--- src/rtl/irq_agg_pkg.sv ---
package irq_agg_pkg;

    localparam int NUM_CH    = 4;
    localparam int NUM_SRC   = 5;
    localparam int CODE_W    = 3;
    localparam int WORD_W    = 32;
    localparam int CODE_BASE = 8;

    typedef enum logic [CODE_W-1:0] {
        SRC_NONE    = 3'd0,
        SRC_LINE    = 3'd1,
        SRC_RXDATA  = 3'd2,
        SRC_RXTMO   = 3'd3,
        SRC_TXEMPTY = 3'd4,
        SRC_MODEM   = 3'd5
    } src_code_e;

    typedef struct packed {
        logic      pend;
        src_code_e code;
    } chan_stat_t;

    // Lowest request bit has highest priority.
    function automatic src_code_e pick_code(input logic [NUM_SRC-1:0] req);
        src_code_e c;
        if (req[0])      c = SRC_LINE;
        else if (req[1]) c = SRC_RXDATA;
        else if (req[2]) c = SRC_RXTMO;
        else if (req[3]) c = SRC_TXEMPTY;
        else if (req[4]) c = SRC_MODEM;
        else             c = SRC_NONE;
        return c;
    endfunction

endpackage

--- src/rtl/irq_chan_enc.sv ---
module irq_chan_enc
    import irq_agg_pkg::*;
#(
    parameter int SRC_N = NUM_SRC
) (
    input  logic             clk,
    input  logic             rst,
    input  logic [SRC_N-1:0] req,
    output chan_stat_t       stat
);
    chan_stat_t stat_d;

    always_comb begin
        stat_d.pend = |req;
        stat_d.code = pick_code(req);
    end

    always_ff @(posedge clk) begin
        if (rst) stat <= '{pend: 1'b0, code: SRC_NONE};
        else     stat <= stat_d;
    end
endmodule

--- src/rtl/irq_wake_flag.sv ---
module irq_wake_flag (
    input  logic clk,
    input  logic rst,
    input  logic wake_evt,
    input  logic clr_rd,
    output logic pend
);
    always_ff @(posedge clk) begin
        if (rst)           pend <= 1'b0;
        else if (wake_evt) pend <= 1'b1;   // event beats a same-cycle clear
        else if (clr_rd)   pend <= 1'b0;
    end
endmodule

--- src/rtl/irq_status_agg.sv ---
module irq_status_agg
    import irq_agg_pkg::*;
#(
    parameter int CH_N  = NUM_CH,
    parameter int SRC_N = NUM_SRC
) (
    input  logic                  clk,
    input  logic                  rst,
    input  logic [CH_N*SRC_N-1:0] src_req,
    input  logic                  wake_evt,
    input  logic                  rd_en,
    input  logic [3:0]            rd_be,
    output logic [WORD_W-1:0]     rd_data,
    output logic                  irq_out
);
    localparam int CODE_TOP = CODE_BASE + CH_N*CODE_W;

    chan_stat_t       stat [CH_N];
    logic [CH_N-1:0]  sum_vec;
    logic             wake_pend;

    for (genvar g = 0; g < CH_N; g++) begin : g_ch
        irq_chan_enc #(.SRC_N(SRC_N)) u_enc (
            .clk  (clk),
            .rst  (rst),
            .req  (src_req[g*SRC_N +: SRC_N]),
            .stat (stat[g])
        );
        assign sum_vec[g] = stat[g].pend;
    end

    irq_wake_flag u_wake (
        .clk      (clk),
        .rst      (rst),
        .wake_evt (wake_evt),
        .clr_rd   (rd_en && rd_be[0]),
        .pend     (wake_pend)
    );

    always_comb begin
        rd_data = '0;
        for (int c = 0; c < CH_N; c++) begin
            rd_data[c] = stat[c].pend;
            rd_data[CODE_BASE + c*CODE_W +: CODE_W] = stat[c].code;
        end
    end

    assign irq_out = (|sum_vec) | wake_pend;

    if (CODE_TOP > WORD_W || CH_N > 8) begin : g_bad_cfg
        initial $error("irq_status_agg: channel fields do not fit the word");
    end
endmodule

--- config.mk ---
export PLATFORM = sky130hd
export DESIGN_NAME = irq_status_agg
export DESIGN_NICKNAME = d
export VERILOG_FILES = /design/src/rtl/irq_agg_pkg.sv /design/src/rtl/irq_chan_enc.sv /design/src/rtl/irq_wake_flag.sv /design/src/rtl/irq_status_agg.sv
export SDC_FILE = /design/constraint.sdc
export NUM_CORES = 1
export LEC_CHECK = 0
export BUFFER_PORTS_ARGS = -buffer_cell sky130_fd_sc_hd__clkbuf_2
export CORE_ASPECT_RATIO = 1.25
export CORE_MARGIN = 1.5
export CORE_UTILIZATION = 25
export DETAILED_ROUTE_END_ITERATION = 7
export PLACE_DENSITY = 0.65
export REMOVE_ABC_BUFFERS = 1
export SYNTH_ARGS = -nofsm -noshare
export SYNTH_HDL_FRONTEND = slang
export SYNTH_HIERARCHICAL = 1
export SYNTH_SLANG_ARGS = --single-unit
--- constraint.sdc ---
create_clock -name clk -period 0.8 [get_ports clk]
set_input_delay 0 -clock clk [delete_from_list [all_inputs] [get_ports clk]]
set_output_delay 0 -clock clk [all_outputs]
set_load 0.01 [all_outputs]
==> results.py <==
metrics = {
    "run_status": {
        "status": "complete, but fails checks",
        "violations": "negative setup slack",
    },
    "clock_network": {
        "h-tree-depth": 1,
        "clk_pin_slew_worst_paths_ns": 0.09,
        "cts_buffer_depth": 2,
        "clkSinkCount": 17,
        "cts_setup_buffers": 0,
        "root_buffer": "clkbuf_4",
        "numCtsBuffers": 3,
        "clk_latency_ns": 0.28,
        "cts_tree": "built",
    },
    "logic_synthesis": {
        "synth.avg_cell_area_sq_um": 8.975,
        "syn_area_sq_um": 726.9,
        "yosysSeqAreaShare_pct": 46.82,
        "synth_cell_type_count": 15,
        "syn_inst": 81,
        "synth_seq_cells": 17,
        "yosys_warnings": 6,
    },
    "floorplanning": {
        "dieWidth_um": 51.23,
        "ioPinCount": 61,
        "start_util_pct": 26.60,
        "die_area_sq_um": 3242,
        "core_area_sq_um": 2733,
        "num_rows": 21,
        "fp.dieH_um": 63.29,
    },
    "layout": {
        "diodes": 0,
        "areaGrowthSynthToFinish_pct": 53.70,
        "drive_above_1_share_pct": 45.99,
        "fillCellCount": 291,
        "nets": 166,
        "final_cell_mix": "38 x clkbuf_2, 16 x conb_1, 12 x dlygate4sd3_1, 12 x dfxtp_1",
        "final_common_cell": "clkbuf_2",
        "final_cell_count_no_fill": 171,
        "design_area_sq_um": 1117,
    },
    "placed_design": {
        "port_buffers": 41,
        "gp_congestion": 0.6962,
        "dp.cells": 155,
        "place_hpwl_um": 1159,
        "dpl_cell_area_sq_um": 910.9,
    },
    "power_and_ir_drop": {
        "pwr-share-comb_pct": 20.0,
        "power.density_nw_per_um2": 1529,
        "switching_power_w": 0.0004667,
        "intPower_w": 0.001241,
        "ir_drop_mv": 0.5635,
        "swShare_pct": 27.33,
        "p_leak_nw": 0.5426,
        "p_seq_share_pct": 53.4,
        "pwr-share-clk_pct": 26.6,
    },
    "setup_path": {
        "critPathKind": "reg -> out",
        "cp.arrival_ns": 0.98,
        "end_kind": "output port",
        "crit_path_start_kind": "flop",
        "critPathMaxStageDelay_ns": 0.33,
        "rrSetupSlack_ns": 0.20,
        "r2r_cells": 2,
        "crit_path_end": "irq_out",
        "crit_path_cell_trace": "nor3_2 > nand2_1 > clkbuf_2",
        "r2r-end": "u_wake/pend$_SDFFE_PP0P_",
        "cp_max_fo": 2,
        "crit_required_ns": 0.80,
        "worstReg2RegStart": "u_wake/pend$_SDFFE_PP0P_",
        "cp-startpoint": "u_wake/pend$_SDFFE_PP0P_",
        "slowest_stage": "dfxtp_2",
    },
    "routing": {
        "drc": 0,
        "drt_iter0_drc": 7,
        "viasPerCell": 4.152,
        "routedWlPerCell_um": 9.392,
        "num_vias": 710,
        "dr.pass1.iters": 3,
        "routed_wl_um": 1606,
        "drtAntennaViolNets": 0,
    },
    "global_route": {
        "grt_pass1_vias": 647,
        "grtUsageTotal_pct": 9.615,
        "grt_pass1_wl_um": 2325,
        "overflow": 0,
        "grt_max_degree": 18,
        "antenna_found_initial": 0,
    },
    "timing": {
        "fin_crit_ns": 0.9838,
        "timing.final.ws_setup_ns": -0.1838,
        "finalSetupViolCount": 1,
        "rsz0062_at_grt": "true",
        "fin_crit_sh_pct": 123.0,
        "hold_viol_final": 0,
        "final_max_slew_viol_count": 0,
        "fin_skew_ns": 0,
        "fmax_ghz": 1.016,
    },
    "run": {
        "cap_violations": 0,
    },
    "worst_hold_path": {
        "hold_path.class": "in -> reg",
    },
}
metal layers:
layer  wire [um]  vias up  track usage, %
met5           0        -               0
met4          26        0           6.250
met3         161        4           2.844
met2         867       39           17.53
met1         550      318           8.918
li1            -      349               -
what timing repair did:
action / in CTS / in global routing
hold buffers: 12 / 0
resized for setup: 4 / 16
hold endpoints to repair: 15 / 0
pin swaps: 1 / 3
gates cloned: 0 / 0
setup endpoints to repair: 1 / 12
area by class of cell:
class                      count  area, sq um  area share, %
inverter                       5        18.77          1.680
clock inverter                 1        5.005         0.4479
tap                           34        42.54          3.807
sequential                    17        346.6          31.02
timing repair buffer          53        337.8          30.24
multi-input combinational     58        344.1          30.80
clock buffer                   3        22.52          2.016
critical path, delay by kind of cell, from the launching register on:
kind / cells / cell delay (ns)
buf+inv: 1 / 0.12
flops: 1 / 0.33
simple gates: 2 / 0.25
worst min-delay path by stage:
stage                     start                                to  cells after the start
floorplan                   rst          u_wake/pend$_SDFFE_PP0P_                      1
global placement    src_req[15]  g_ch[3].u_enc/stat[2]$_SDFF_PP0_                      2
detailed placement  src_req[10]  g_ch[2].u_enc/stat[2]$_SDFF_PP0_                      2
CTS                 src_req[17]  g_ch[3].u_enc/stat[1]$_SDFF_PP0_                      3
global route         src_req[8]  g_ch[1].u_enc/stat[3]$_SDFF_PP0_                      3
finish              src_req[12]  g_ch[2].u_enc/stat[1]$_SDFF_PP0_                      3
flip-flops by register name (all words and copies together), names as in the netlist:
name             flops
g_ch.u_enc/stat     16
u_wake/pend          1
synthesized netlist by cell type, drive strengths merged:
library cell / number / area share [%]
dfxtp: 17 / 47
buf: 16 / 17
nor3: 13 / 12
a21oi: 9 / 6.7
inv: 5 / 2.6
nor2: 5 / 2.6
nor2b: 4 / 3.4
o21ai: 4 / 2.8
o21bai: 4 / 4.1
and2: 1 / 0.86
conb: 1 / 0.52
nand2: 1 / 0.52
nand2b: 1 / 0.86
metrics by stage:
| step | setup TNS, ns | worst slack [ns] | util [%] | hold WS, ns | total power (W) |
|---|---|---|---|---|---|
| after global placement | 0 | 0.07258 | 33.33 | 0.2171 | 0.001189 |
| after floorplan | 0 | 0.1990 | - | 0.06244 | 0.001051 |
| final | -0.1838 | -0.1838 | 40.89 | 0.01193 | 0.001708 |
| after global routing | -0.2912 | -0.2539 | 40.89 | 0.002508 | 0.001823 |
| after CTS | -0.2388 | -0.2298 | 39.06 | -0.002584 | 0.001710 |
| after detailed placement | 0 | 0.04200 | 33.33 | 0.2251 | 0.001197 |
cells by family after synthesis:
family	count (synthesis)	share of synthesized area (%)
flip-flops	17	46.82
other	1	0.5159
buffers and inverters	21	19.11
AO/OA/AOI/OAI	17	13.60
AND/OR/NAND/NOR	25	19.97
power groups by stage:
| stage | sequential, W | combinational, W | clock [W] |
|---|---|---|---|
| after floorplan | 0.000947 | 0.000104 | 0 |
| after global placement | 0.000924 | 0.000266 | 0 |
| after detailed placement | 0.000927 | 0.000270 | 0 |
| after CTS | 0.000911 | 0.000317 | 0.000483 |
| after global routing | 0.000917 | 0.000379 | 0.000527 |
| final | 0.000911 | 0.000342 | 0.000454 |
Note: power is estimated with default switching activity, not from simulation.
